==> src/rtl/spi_cmd_pkg.sv <==
package spi_cmd_pkg;
  localparam logic [7:0] FILL_BYTE  = 8'hEE;
  localparam logic [7:0] CMD_QUERY  = 8'hAA;
  localparam logic [7:0] CMD_DUTY   = 8'h55;
  localparam logic [7:0] SUB_ZERO   = 8'h00;
  localparam logic [7:0] SUB_READ0  = 8'h01;
  localparam logic [7:0] SUB_READ1  = 8'h02;
  localparam logic [7:0] TAG_READ0  = 8'h55;
  localparam logic [7:0] TAG_READ1  = 8'h56;

  typedef enum logic [1:0] {
    GATHER_IDLE = 2'd0,
    GATHER_ARG1 = 2'd1,
    GATHER_ARG2 = 2'd2
  } gather_t;
endpackage

==> src/rtl/pin_sync.sv <==
module pin_sync #(
  parameter int W      = 3,
  parameter int STAGES = 2
) (
  input  logic         clk,
  input  logic         rst,
  input  logic [W-1:0] d,
  input  logic [W-1:0] rst_val,
  output logic [W-1:0] q
);
  logic [STAGES-1:0][W-1:0] chain;

  always_ff @(posedge clk) begin
    if (rst) begin
      for (int s = 0; s < STAGES; s++) chain[s] <= rst_val;
    end else begin
      chain[0] <= d;
      for (int s = 1; s < STAGES; s++) chain[s] <= chain[s-1];
    end
  end

  assign q = chain[STAGES-1];
endmodule

==> src/rtl/spi_mode1_shifter.sv <==
module spi_mode1_shifter #(
  parameter int DW          = 8,
  parameter int SYNC_STAGES = 2
) (
  input  logic          clk,
  input  logic          rst,
  input  logic          sclk,
  input  logic          cs_n,
  input  logic          mosi,
  input  logic [DW-1:0] tx_byte,
  output logic          miso,
  output logic          rx_valid,
  output logic [DW-1:0] rx_byte,
  output logic          deselected
);
  localparam int BW = $clog2(DW);

  logic [2:0]    pins_s;
  logic          sclk_d;
  logic          sclk_rise, sclk_fall;
  logic [BW-1:0] bit_idx;
  logic [DW-1:0] tx_sh, rx_sh;

  pin_sync #(.W(3), .STAGES(SYNC_STAGES)) u_sync (
    .clk     (clk),
    .rst     (rst),
    .d       ({cs_n, sclk, mosi}),
    .rst_val (3'b100),
    .q       (pins_s)
  );

  assign deselected = pins_s[2];
  assign sclk_rise  =  pins_s[1] & ~sclk_d;
  assign sclk_fall  = ~pins_s[1] &  sclk_d;

  always_ff @(posedge clk) begin
    if (rst) begin
      sclk_d   <= 1'b0;
      bit_idx  <= '0;
      tx_sh    <= '0;
      rx_sh    <= '0;
      miso     <= 1'b0;
      rx_valid <= 1'b0;
      rx_byte  <= '0;
    end else begin
      rx_valid <= 1'b0;
      sclk_d   <= pins_s[1];
      if (deselected) begin
        bit_idx <= '0;
      end else begin
        if (sclk_rise) begin
          if (bit_idx == '0) begin
            miso  <= tx_byte[DW-1];
            tx_sh <= {tx_byte[DW-2:0], 1'b0};
          end else begin
            miso  <= tx_sh[DW-1];
            tx_sh <= {tx_sh[DW-2:0], 1'b0};
          end
        end
        if (sclk_fall) begin
          rx_sh <= {rx_sh[DW-2:0], pins_s[0]};
          if (bit_idx == BW'(DW-1)) begin
            bit_idx  <= '0;
            rx_valid <= 1'b1;
            rx_byte  <= {rx_sh[DW-2:0], pins_s[0]};
          end else begin
            bit_idx <= bit_idx + 1'b1;
          end
        end
      end
    end
  end
endmodule

==> src/rtl/cmd_frame_engine.sv <==
module cmd_frame_engine
  import spi_cmd_pkg::*;
#(
  parameter int DW        = 8,
  parameter int CW        = 16,
  parameter int FRAME_LEN = 3
) (
  input  logic                 clk,
  input  logic                 rst,
  input  logic                 rx_valid,
  input  logic [DW-1:0]        rx_byte,
  input  logic                 deselected,
  input  logic [CW-1:0]        cnt0,
  input  logic [CW-1:0]        cnt1,
  output logic [DW-1:0]        tx_byte,
  output logic                 clr_pulse,
  output logic                 load_pulse,
  output logic [1:0][DW-1:0]   raw_duty
);
  localparam int IW = $clog2(FRAME_LEN);

  gather_t       state;
  logic [DW-1:0] cmd_q, arg1_q;
  logic [DW-1:0] reply_q [FRAME_LEN];
  logic [IW-1:0] tx_idx;
  logic          pending;

  always_ff @(posedge clk) begin
    if (rst) begin
      state      <= GATHER_IDLE;
      cmd_q      <= '0;
      arg1_q     <= '0;
      tx_byte    <= FILL_BYTE;
      tx_idx     <= '0;
      pending    <= 1'b0;
      clr_pulse  <= 1'b0;
      load_pulse <= 1'b0;
      raw_duty   <= '0;
      for (int i = 0; i < FRAME_LEN; i++) reply_q[i] <= '0;
    end else begin
      clr_pulse  <= 1'b0;
      load_pulse <= 1'b0;
      if (rx_valid) begin
        // byte for the following transfer, chosen before this byte is decoded
        if (pending) begin
          tx_byte <= reply_q[tx_idx];
          if (tx_idx == IW'(FRAME_LEN-1)) begin
            tx_idx  <= '0;
            pending <= 1'b0;
          end else begin
            tx_idx <= tx_idx + 1'b1;
          end
        end else begin
          tx_byte <= FILL_BYTE;
        end

        case (state)
          GATHER_IDLE: begin
            if (rx_byte == CMD_QUERY || rx_byte == CMD_DUTY) begin
              cmd_q <= rx_byte;
              state <= GATHER_ARG1;
            end
          end
          GATHER_ARG1: begin
            arg1_q <= rx_byte;
            state  <= GATHER_ARG2;
          end
          default: begin
            state <= GATHER_IDLE;
            if (cmd_q == CMD_DUTY) begin
              raw_duty[0] <= arg1_q;
              raw_duty[1] <= rx_byte;
              load_pulse  <= 1'b1;
            end else begin
              case (arg1_q)
                SUB_ZERO: clr_pulse <= 1'b1;
                SUB_READ0: begin
                  reply_q[0] <= TAG_READ0;
                  reply_q[1] <= cnt0[DW-1:0];
                  reply_q[2] <= cnt0[CW-1:DW];
                  tx_idx     <= '0;
                  pending    <= 1'b1;
                end
                SUB_READ1: begin
                  reply_q[0] <= TAG_READ1;
                  reply_q[1] <= cnt1[DW-1:0];
                  reply_q[2] <= cnt1[CW-1:DW];
                  tx_idx     <= '0;
                  pending    <= 1'b1;
                end
                default: ;
              endcase
            end
          end
        endcase
      end
      if (deselected) state <= GATHER_IDLE;
    end
  end
endmodule

==> src/rtl/duty_clamp.sv <==
module duty_clamp #(
  parameter int DW    = 8,
  parameter int NCH   = 2,
  parameter int MIN_V = 3,
  parameter int MAX_V = 253
) (
  input  logic                 clk,
  input  logic                 rst,
  input  logic                 load,
  input  logic [NCH-1:0][DW-1:0] raw,
  output logic [NCH-1:0][DW-1:0] duty,
  output logic                 upd
);
  localparam logic [DW-1:0] LO = DW'(MIN_V);
  localparam logic [DW-1:0] HI = DW'(MAX_V);

  for (genvar c = 0; c < NCH; c++) begin : g_ch
    always_ff @(posedge clk) begin
      if (rst)                duty[c] <= LO;
      else if (load) begin
        if (raw[c] < LO)      duty[c] <= LO;
        else if (raw[c] > HI) duty[c] <= HI;
        else                  duty[c] <= raw[c];
      end
    end
  end

  always_ff @(posedge clk) begin
    if (rst) upd <= 1'b0;
    else     upd <= load;
  end
endmodule

==> src/rtl/spi_cmd_decoder.sv <==
module spi_cmd_decoder #(
  parameter int DW          = 8,
  parameter int CW          = 16,
  parameter int SYNC_STAGES = 2,
  parameter int DUTY_MIN    = 3,
  parameter int DUTY_MAX    = 253
) (
  input  logic          clk,
  input  logic          rst,
  input  logic          sclk,
  input  logic          cs_n,
  input  logic          mosi,
  output logic          miso,
  input  logic [CW-1:0] cnt0,
  input  logic [CW-1:0] cnt1,
  output logic          cnt_clear,
  output logic [DW-1:0] duty0,
  output logic [DW-1:0] duty1,
  output logic          duty_update
);
  localparam int FRAME_LEN = 3;
  localparam int NCH       = 2;

  logic                    rx_valid, deselected, load_pulse;
  logic [DW-1:0]           rx_byte, tx_byte;
  logic [NCH-1:0][DW-1:0]  raw_duty, duty_vec;

  spi_mode1_shifter #(.DW(DW), .SYNC_STAGES(SYNC_STAGES)) u_shift (
    .clk        (clk),
    .rst        (rst),
    .sclk       (sclk),
    .cs_n       (cs_n),
    .mosi       (mosi),
    .tx_byte    (tx_byte),
    .miso       (miso),
    .rx_valid   (rx_valid),
    .rx_byte    (rx_byte),
    .deselected (deselected)
  );

  cmd_frame_engine #(.DW(DW), .CW(CW), .FRAME_LEN(FRAME_LEN)) u_frame (
    .clk        (clk),
    .rst        (rst),
    .rx_valid   (rx_valid),
    .rx_byte    (rx_byte),
    .deselected (deselected),
    .cnt0       (cnt0),
    .cnt1       (cnt1),
    .tx_byte    (tx_byte),
    .clr_pulse  (cnt_clear),
    .load_pulse (load_pulse),
    .raw_duty   (raw_duty)
  );

  duty_clamp #(.DW(DW), .NCH(NCH), .MIN_V(DUTY_MIN), .MAX_V(DUTY_MAX)) u_clamp (
    .clk  (clk),
    .rst  (rst),
    .load (load_pulse),
    .raw  (raw_duty),
    .duty (duty_vec),
    .upd  (duty_update)
  );

  assign duty0 = duty_vec[0];
  assign duty1 = duty_vec[1];
endmodule

==> config.mk <==
export PLATFORM = sky130hd
export DESIGN_NAME = spi_cmd_decoder
export DESIGN_NICKNAME = d
export VERILOG_FILES = /design/src/rtl/spi_cmd_pkg.sv /design/src/rtl/pin_sync.sv /design/src/rtl/spi_mode1_shifter.sv /design/src/rtl/cmd_frame_engine.sv /design/src/rtl/duty_clamp.sv /design/src/rtl/spi_cmd_decoder.sv
export SDC_FILE = /design/constraint.sdc
export NUM_CORES = 1
export LEC_CHECK = 0
export BUFFER_PORTS_ARGS = -buffer_cell sky130_fd_sc_hd__buf_2
export CAP_MARGIN = 20
export CORE_ASPECT_RATIO = 0.9
export CORE_MARGIN = 1.5
export CORE_UTILIZATION = 58
export CTS_BUF_LIST = sky130_fd_sc_hd__clkbuf_4 sky130_fd_sc_hd__clkbuf_8 sky130_fd_sc_hd__clkbuf_16
export CTS_CLUSTER_SIZE = 25
export DETAILED_ROUTE_END_ITERATION = 8
export PLACE_DENSITY = 0.79
export SLEW_MARGIN = 20
export SYNTH_ARGS = -nofsm -noshare
export SYNTH_HDL_FRONTEND = slang
export SYNTH_HIERARCHICAL = 1
export SYNTH_SLANG_ARGS = --single-unit
export TNS_END_PERCENT = 50
==> constraint.sdc <==
create_clock -name clk -period 2.55 [get_ports clk]
set_clock_uncertainty 0.2 [all_clocks]
set_input_delay 0.51 -clock clk [delete_from_list [all_inputs] [get_ports clk]]
set_output_delay 0.51 -clock clk [all_outputs]
set_load 0.05 [all_outputs]
Word level (Yosys, flattened, before mapping)
Memories as Yosys holds them, arrays and structs flattened. A register that Yosys moved wholly into a read port is not among the register bits.
Cells that the tools add are included.
W data, S select, Z words.
{"block": "word_totals", "register_bits": 99, "mem_bits_rw": 24, "word_cells": 114, "memories": 1}
{"block": "classes", "add_sub_neg": 2, "n_lt_le_gt_ge": 4, "n_eq_ne": 9, "n_mux": 45, "bitwise_logic": 14, "reduce_logical": 17}
{"name": "u_frame.reply_q", "depth": 3, "word_bits": 8, "read_ports": 1, "rd_ports_with_merged_regs": 1, "wr": 3, "line": "cmd_frame_engine.sv:24", "source": "logic [DW-1:0] reply_q [FRAME_LEN];"}
{"op": "$mux W8", "n": 12}
{"op": "$mux W1", "n": 23}
{"op": "$eq A8 B7 Y1 const B", "n": 2}
{"op": "$gt A8 B8 Y1 const B", "n": 2}
{"op": "$lt A8 B2 Y1 const B", "n": 2}
{"op": "$mux W2", "n": 8}
{"op": "$reduce_and A3 Y1", "n": 3}
{"op": "$eq A8 B1 Y1 const B", "n": 1}
{"op": "$eq A8 B2 Y1 const B", "n": 1}
{"op": "$eq A8 B8 Y1 const B", "n": 1}
{"op": "$logic_not A8 Y1", "n": 1}
{"op": "$reduce_and A2 Y1", "n": 4}
{"op": "$not A1 Y1", "n": 6}
{"op": "$or A1 B1 Y1", "n": 6}
{"op": "$reduce_or A2 Y1", "n": 3}
{"op": "$reduce_or A5 Y1", "n": 1}
{"op": "$pmux W2 S2", "n": 1}
{"op": "$reduce_or A4 Y1", "n": 1}
{"op": "$add A3 B1 Y3 const B", "n": 1}
{"op": "$eq A3 B3 Y1 const B", "n": 1}
{"op": "$logic_not A3 Y1", "n": 1}
{"op": "$mux W3", "n": 1}
{"op": "$reduce_or A3 Y1", "n": 1}
{"op": "$add A2 B1 Y2 const B", "n": 1}
{"op": "6 further kinds", "n": 7}

Longest topological paths before layout
Gate-level depths: netlist (run 1).
{"block": "logic_depth", "ltp_word": 9, "depth_mapped": 6, "mapped_depth_nobuf": 5}

Modules after synthesis
The synthesis (run 1) kept the hierarchy.
{"mod": "cmd_frame_engine", "n_inst": 1, "cells_per_inst": 263, "area_per_inst_um2": 2747.6, "seq_area_each_um2": 1551.5}
{"mod": "spi_mode1_shifter", "n_inst": 1, "cells_per_inst": 128, "area_per_inst_um2": 1154.9, "seq_area_each_um2": 560.5}
{"mod": "duty_clamp", "n_inst": 1, "cells_per_inst": 69, "area_per_inst_um2": 696.9, "seq_area_each_um2": 340.3}
{"mod": "pin_sync", "n_inst": 1, "cells_per_inst": 16, "area_per_inst_um2": 244.0, "seq_area_each_um2": 120.1}

Worst setup path before layout (run 1)
Ideal clock, no wire load.
{"block": "synth_path", "kind": "flip-flop to flip-flop", "from": "reg u_frame.arg1_q[4]", "to": "mem u_frame.reply_q[0][0], enable pin", "setup_time_ps": 377, "arrival_time_ps": 1703, "path_slack_ps": 270, "path_stages_with_launch": 4, "synth_period_minus_slack_ps": 2280, "path_cell_list": "dfxtp_1 or4_1 a2111o_1 nand2_1"}
{"item": "start, declared", "line": "cmd_frame_engine.sv:23", "source": "logic [DW-1:0] cmd_q, arg1_q;"}
{"item": "start signal, assigned", "line": "cmd_frame_engine.sv:65", "source": "arg1_q <= rx_byte;"}
{"item": "end, declared", "line": "cmd_frame_engine.sv:24"}

==> metrics, run 1 <==
run status=finished clean; Tightest Pin Transition=0.8606 ns; final antenna diode count=0; delay of the slowest cell on the worst path=0.70 ns; number of antenna violations at the first check in global routing=0; class of the tightest hold or removal check=in2reg; total vias in the final route=3613; startpoint of the lowest-slack register-to-register path=u_frame/arg1_q[4]$_SDFFE_PP0P_; layout cells sized above 1=21.77%; number of CTS-inserted buffers=17; area of the mapped netlist=just under 5000 um^2; number of hold-slack violations in the final timing report=0; vias per inst=5.637; Setup TNS Final=0 ns; Syn Inst Count=roughly 480; total number of nets in the final design=569; Post-synth EDFFs=19; count of distinct cell types in the synthesized netlist=46; worst setup slack before clock tree synthesis=0.3117 ns; share of the clock period used by the worst path after layout=88.72%; asr flop ratio synth=0%; final max-slew violation count=0; slowest stage cell on the critical path=sky130_fd_sc_hd__a2111o_1; number of global-route vias before repair=3421; ys flop type=sky130_fd_sc_hd__dfxtp_1; total core area=8068 um^2; worst hold path depth=2; WHS Endpoint=u_shift/u_sync/chain[0]$_DFF_P_; min setup slack post-route=0.2875 ns; overall routed net length=9948 um; critical-path cell list=or4_1 > a2111o_1 > nor3b_2; final RePlAce weighted congestion=approximately 0.78; commonest cells after routing, fill and taps aside=sky130_fd_sc_hd__dfxtp_1, sky130_fd_sc_hd__nor2_1, sky130_fd_sc_hd__buf_2, sky130_fd_sc_hd__mux2i_1, sky130_fd_sc_hd__nand2_1; pin count of the biggest net entering global routing=between 40 and 50; final global-route overflow total=0; setup slack on the worst flop-to-flop path=0.29 ns; unrepaired setup endpoints after global routing=false; global-route wire length before repair=16460 um; final setup violating endpoints=0; Max-Slew Margin vs Limit=42.55%; start point of the worst hold path=mosi; depth of the worst register-to-register path=3; largest buffer count on any clock path=2; Leakage=2.264 nW; number of instances resized during post-cts repair=0; Routed Antenna Nets=0; die area=8909 um^2; average routed wire per standard cell=15.52 um; row count=31; chip width=roughly 99 um; kind of capture point of the worst setup path=flop; element type at the critical path start=flop; Reg2Reg Capture Point=u_frame/reply_q[0][0]$_SDFFCE_PP0P_; highest attainable clock frequency=0.4420 GHz; post-CTS clock slew at the launch and capture registers of the worst setup and hold paths=0.06 ns; starting utilization of the core area=approximately three fifths; most common library cell in the layout ignoring fill and taps=sky130_fd_sc_hd__dfxtp_1; Initial DRC Count=257; count of port buffers added during placement=55; register area share after synthesis=53.11%; DRC violations left=0; PD cells=750.0 nW/um^2; DP HPWL=~6600 um; Seq cells post-synth=around 120; clock tree from TritonCTS=done; number of hold buffers added after CTS=0; die extent in y=89.70 um; area overhead of the layout relative to synthesis=18.11%; data required time at the worst endpoint=roughly 2.7 ns; top-level I/O count=56; Clock Sink Count=about 120; H-Tree Level Count=4; Clock Latency Late Sink=0.51 ns; first-pass iteration count of the detailed router=5; post-route minimum period=2.262 ns; total global routing track utilization=24.05%; Post-Syn Area per Cell=between 10 and 15 um^2; classification of the worst setup path=reg2reg; Total Power Consumption=between 4 and 5 mW; root cell of the clock tree=sky130_fd_sc_hd__clkbuf_8; warnings from Yosys=6; worst-path fanout max=20; max_cap viols=0; largest vdd supply drop=0.0005041 V; Post-CTS Repair Setup Buffers=0; data arrival time of the worst path=2.40 ns
synth_stat cells, types with 7 or more instances:
| master | count | area (um^2) |
|---|---|---|
| sky130_fd_sc_hd__o21ai_0 | 19 | 95.09 |
| sky130_fd_sc_hd__dfxtp_1 | 100 | 2002 |
| sky130_fd_sc_hd__mux2i_1 | 48 | 480.5 |
| sky130_fd_sc_hd__edfxtp_1 | 19 | 570.6 |
| sky130_fd_sc_hd__buf_2 | 7 | 35.03 |
| sky130_fd_sc_hd__clkbuf_1 | 19 | 71.32 |
| sky130_fd_sc_hd__nand2_1 | 48 | 180.2 |
| sky130_fd_sc_hd__a22oi_1 | 16 | 120.1 |
| sky130_fd_sc_hd__a211oi_1 | 7 | 52.55 |
| sky130_fd_sc_hd__a21oi_1 | 23 | 115.1 |
| sky130_fd_sc_hd__nor2_1 | 69 | 259.0 |
state kept, by name, indices dropped and copies added, names as in the netlist, named ones only:
| register | cells |
|---|---|
| u_shift/bit_idx | 3 |
| u_frame/cmd_q | 8 |
| u_frame/reply_q | 19 |
| u_frame/load_pulse | 1 |
| u_frame/tx_idx | 2 |
| u_frame/tx_byte | 8 |
| u_frame/clr_pulse | 1 |
| u_clamp/upd | 1 |
| u_shift/miso | 1 |
| u_shift/tx_sh | 7 |
| u_shift/rx_valid | 1 |
| u_shift/rx_sh | 7 |
| u_shift/rx_byte | 8 |
| u_shift/sclk_d | 1 |
| u_frame/raw_duty | 16 |
| u_frame/arg1_q | 8 |
| u_shift/u_sync/q | 3 |
| u_shift/u_sync/chain | 3 |
| u_clamp/duty | 16 |
| u_frame/pending | 1 |
| u_frame/state | 2 |
area by class of cell:
type | instances | area [um^2]
clock buffers | 20 | 455.4
clock inverters | 12 | 98.84
well taps | 99 | 123.9
inverters | 6 | 22.52
multi-input cells | 321 | 2092
repair buffers | 64 | 355.3
flip-flops and latches | 119 | 2572
fillers | 583 | 2347
critical path: cells and delay by family, from the launching register on:
| kind | cells | cell delay (ns) |
|---|---|---|
| AND/OR/NAND/NOR | 2 | 0.86 |
| AO/OA/AOI/OAI | 1 | 0.70 |
| flip-flops | 1 | 0.33 |
cell families (layout without fill, tap and decap cells):
family / after synthesis / in the layout / share of synthesized area, %
simple gates: 162 / 162 / 16.46
flops: 119 / 119 / 53.11
compound gates: 89 / 89 / 12.09
mux: 60 / 60 / 13.17
buf+inv: 40 / 102 / 4.056
fa+ha+maj: 3 / 3 / 0.7751
other cells: 2 / 6 / 0.1551
xor+xnor: 1 / 1 / 0.1809
worst max path at each step:
stage / depth (start not counted) / startpoint / end / slack, ns
3_5_place_dp: 3 / u_frame/arg1_q[4]$_SDFFE_PP0P_ / u_frame/reply_q[0][0]$_SDFFCE_PP0P_ / 0.31
5_1_grt: 3 / u_frame/cmd_q[6]$_SDFFE_PP0P_ / u_frame/reply_q[1][3]$_DFFE_PP_ / 0.20
2_1_floorplan: 3 / u_frame/arg1_q[4]$_SDFFE_PP0P_ / u_frame/reply_q[0][0]$_SDFFCE_PP0P_ / 0.27
4_1_cts: 3 / u_frame/arg1_q[4]$_SDFFE_PP0P_ / u_frame/reply_q[0][0]$_SDFFCE_PP0P_ / 0.29
6_report: 3 / u_frame/arg1_q[4]$_SDFFE_PP0P_ / u_frame/reply_q[0][0]$_SDFFCE_PP0P_ / 0.29
3_3_place_gp: 4 / u_frame/arg1_q[4]$_SDFFE_PP0P_ / u_frame/reply_q[1][6]$_DFFE_PP_ / 0.40
power breakdown:
group | total [mW] | switching (mW) | internal [mW]
combinational | 0.140 | 0.0757 | 0.0644
sequential | 1.96 | 0.0225 | 1.94
clock | 2.19 | 0.829 | 1.36
total | 4.29 | 0.928 | 3.36
stage by stage:
step | cells | util, % | hold WS (ns) | cell area, um^2
3_3_place_gp | 609 | 64.00 | 0.2392 | 5164
5_1_grt | 641 | 70.91 | 0.002577 | 5720
2_1_floorplan | 480 | - | 0.2305 | 4858
3_5_place_dp | 609 | 64.00 | 0.2451 | 5164
6_report | 641 | 70.91 | 0.02870 | 5720
4_1_cts | 641 | 70.87 | 0.007232 | 5718
layer usage:
layer / routed length (um) / part of all wire [%] / vias up / track usage (%)
li1: - / - / 1789 / -
met1: 4682 / 47 / 1726 / 31.30
met2: 4729 / 48 / 88 / 39.17
met3: 444 / 4.5 / 10 / 7.895
met4: 91 / 0.91 / 0 / 6.530
met5: 0 / 0 / - / 0
(Power assumes the default switching activity.)
==> run 2: changes to the inputs <==
==> constraint.sdc (replaced) <==
create_clock -name clk -period 2.55 [get_ports clk]
set_clock_uncertainty 0.2 [all_clocks]
set_input_delay 0 -clock clk [delete_from_list [all_inputs] [get_ports clk]]
set_output_delay 0 -clock clk [all_outputs]
set_load 0.05 [all_outputs]
==> metrics, run 2 (same netlist as run 1, synthesis figures left out) <==
run status=finished clean; global-route wire length before repair=18550 um (+13%); top-level I/O count=56 (unchanged); Total Power Consumption=4.391 mW (+2.3%); unrepaired setup endpoints after global routing=false; die area=8909 um^2 (unchanged); layout cells sized above 1=19.58% (-2.2 points); count of port buffers added during placement=55 (unchanged); overall routed net length=11430 um (+15%); Leakage=2.406 nW (+6.2%); Finished Core Util=75.16% (+4.2 points); total vias in the final route=3876 (+7.3%); number of global-route vias before repair=3721 (+8.8%); Reg2Reg Capture Point=u_frame/reply_q[0][0]$_SDFFCE_PP0P_; global routing's busiest layer=met2; row count=31 (unchanged); cell-internal power=3.484 mW (+3.6%); max_cap viols=0 (unchanged); CP delay by family, top=simple AND/OR/NAND/NOR gates; number of CTS-inserted buffers=17 (unchanged); first-pass iteration count of the detailed router=6 (+1); DRC violations left=0 (unchanged); worst hold path depth=3 (+1); delay of the slowest cell on the worst path=0.71 ns (about the same); part of the power in the clock network=51.1% (about the same); start point of the worst hold path=mosi; net switching component of the power=0.9069 mW (-2.2%); Filler Cells Inserted=506 (-13%); number of instances resized during post-cts repair=0 (unchanged); Initial DRC Count=291 (+13%); critical-path cell list=or4_1 > a2111o_1 > nor3b_2; post-CTS clock slew at the launch and capture registers of the worst setup and hold paths=0.06 ns (about the same); chip width=99.33 um (unchanged); most common library cell in the layout ignoring fill and taps=sky130_fd_sc_hd__dfxtp_1; Post-CTS Repair Setup Buffers=0 (unchanged); average routed wire per standard cell=17.04 um (+9.8%); Routed Antenna Nets=0 (unchanged); area taken by flip-flops and latches=2572 um^2 (unchanged); Tightest Pin Transition=1.115 ns (+0.2547 ns); number of hold-slack violations in the final timing report=0 (unchanged); largest vdd supply drop=0.0006996 V (+39%); Setup TNS Final=0 ns (unchanged); slowest stage cell on the critical path=sky130_fd_sc_hd__a2111o_1; GRT met3 Usage=8.050% (+0.15 points); final RePlAce weighted congestion=0.8049 (+3.8%); number of antenna violations at the first check in global routing=0 (unchanged); PD cells=724.2 nW/um^2 (-3.4%); startpoint of the lowest-slack register-to-register path=u_frame/arg1_q[4]$_SDFFE_PP0P_; Clock Latency Late Sink=0.51 ns (about the same); area overhead of the layout relative to synthesis=25.19%; Stages on worst setup path=3 (unchanged); register with the most flip-flops=u_frame/reply_q; worst-path fanout max=20 (unchanged); highest attainable clock frequency=0.4364 GHz (-1.3%); depth of the worst register-to-register path=3 (unchanged); number of hold buffers added after CTS=36 (+36); die extent in y=89.70 um (unchanged); final setup violating endpoints=0 (unchanged); switch share=20.65% (-0.97 points); data arrival time of the worst path=2.42 ns (+0.02 ns); post-route minimum period=2.291 ns (+0.02895 ns); number of buffer and inverter instances along the worst setup path=0 (unchanged); largest buffer count on any clock path=2 (unchanged); element type at the critical path start=flop; vias per inst=5.776 (+2.5%); final global-route overflow total=0 (unchanged); commonest cells after routing, fill and taps aside=sky130_fd_sc_hd__dfxtp_1, sky130_fd_sc_hd__nor2_1, sky130_fd_sc_hd__buf_2, sky130_fd_sc_hd__mux2i_1, sky130_fd_sc_hd__nand2_1; total area of multi-input combinational cells=2092 um^2 (unchanged); class of the tightest hold or removal check=in2reg; max reg flops=19 (unchanged); total global routing track utilization=27.32% (+3.3 points); final antenna diode count=0 (unchanged); share of the clock period used by the worst path after layout=89.86% (+1.1 points); data required time at the worst endpoint=2.68 ns (about the same); biggest regs=u_frame/reply_q (19), u_clamp/duty (16), u_frame/raw_duty (16); final max-slew violation count=0 (unchanged); total core area=8068 um^2 (unchanged); pin count of the biggest net entering global routing=73 (+52%); met1 capacity usage during global routing=35.46% (+4.2 points); classification of the worst setup path=reg2reg; kind of capture point of the worst setup path=flop; Sequential Power Share=44.7% (-1.0 points); total number of nets in the final design=601 (+5.6%); setup slack on the worst flop-to-flop path=0.26 ns (-0.03 ns); starting utilization of the core area=60.03% (unchanged); combinational power share=4.2% (+0.9 points); root cell of the clock tree=sky130_fd_sc_hd__clkbuf_8; Clock Sink Count=119 (unchanged); DP HPWL=6457 um (-1.8%); Critical Path Source=u_frame/arg1_q[4]$_SDFFE_PP0P_; Max-Slew Margin vs Limit=25.49% (-17 points); H-Tree Level Count=4 (unchanged); met2 Track Usage GR=43.40% (+4.2 points); clock tree from TritonCTS=done; WHS Endpoint=u_shift/u_sync/chain[0]$_DFF_P_
[run 2: power groups by stage]
stage / sequential, mW / clock (mW) / combinational [mW]
floorplan: 1.99 / 0 / 0.0990
global placement: 2.00 / 0 / 0.134
detailed placement: 2.00 / 0 / 0.137
CTS: 1.96 / 2.26 / 0.179
global route: 1.97 / 2.35 / 0.199
finish: 1.96 / 2.24 / 0.186
[run 2: worst max path at each step]
| stage | slack (ns) | end |
|---|---|---|
| after floorplan | 0.27 | u_frame/reply_q[0][0]$_SDFFCE_PP0P_ |
| after global placement | 0.41 | u_frame/reply_q[2][5]$_DFFE_PP_ |
| after detailed placement | 0.33 | u_frame/reply_q[2][7]$_DFFE_PP_ |
| after CTS | 0.31 | u_frame/reply_q[2][7]$_DFFE_PP_ |
| after global routing | 0.12 | u_frame/reply_q[2][5]$_DFFE_PP_ |
| final | 0.26 | u_frame/reply_q[0][0]$_SDFFCE_PP0P_ |
[run 2: tightest hold or removal path, cell delays in order]
cell                            delay (ns)
sky130_fd_sc_hd__dlygate4sd3_1        0.53
sky130_fd_sc_hd__buf_2                0.10
sky130_fd_sc_hd__mux2_4               0.12
[run 2: metal layers]
metal | wire [um] | vias up
met5 | 0 | -
met4 | 261 | 0
met3 | 675 | 27
met2 | 5381 | 154
met1 | 5116 | 1843
li1 | - | 1852
[run 2: per-stage QoR]
stage                     hold WS, ns  worst slack (ns)  instances  area, um^2
after floorplan              -0.05660            0.2702        480        4858
after global placement        0.02553            0.4055        605        5134
after detailed placement      0.03732            0.3345        605        5134
after CTS                     0.03717            0.3082        671        6061
after global routing          0.04276            0.1196        671        6063
final                         0.06492            0.2586        671        6063
[run 2: area by class of cell]
class / instances / share of cell area, %
inverters: 6 / 0.3714
clock inverters: 7 / 1.073
clock buffers: 23 / 8.275
multi-input cells: 321 / 34.50
repair buffers: 96 / 11.31
flip-flops and latches: 119 / 42.43
well taps: 99 / 2.043
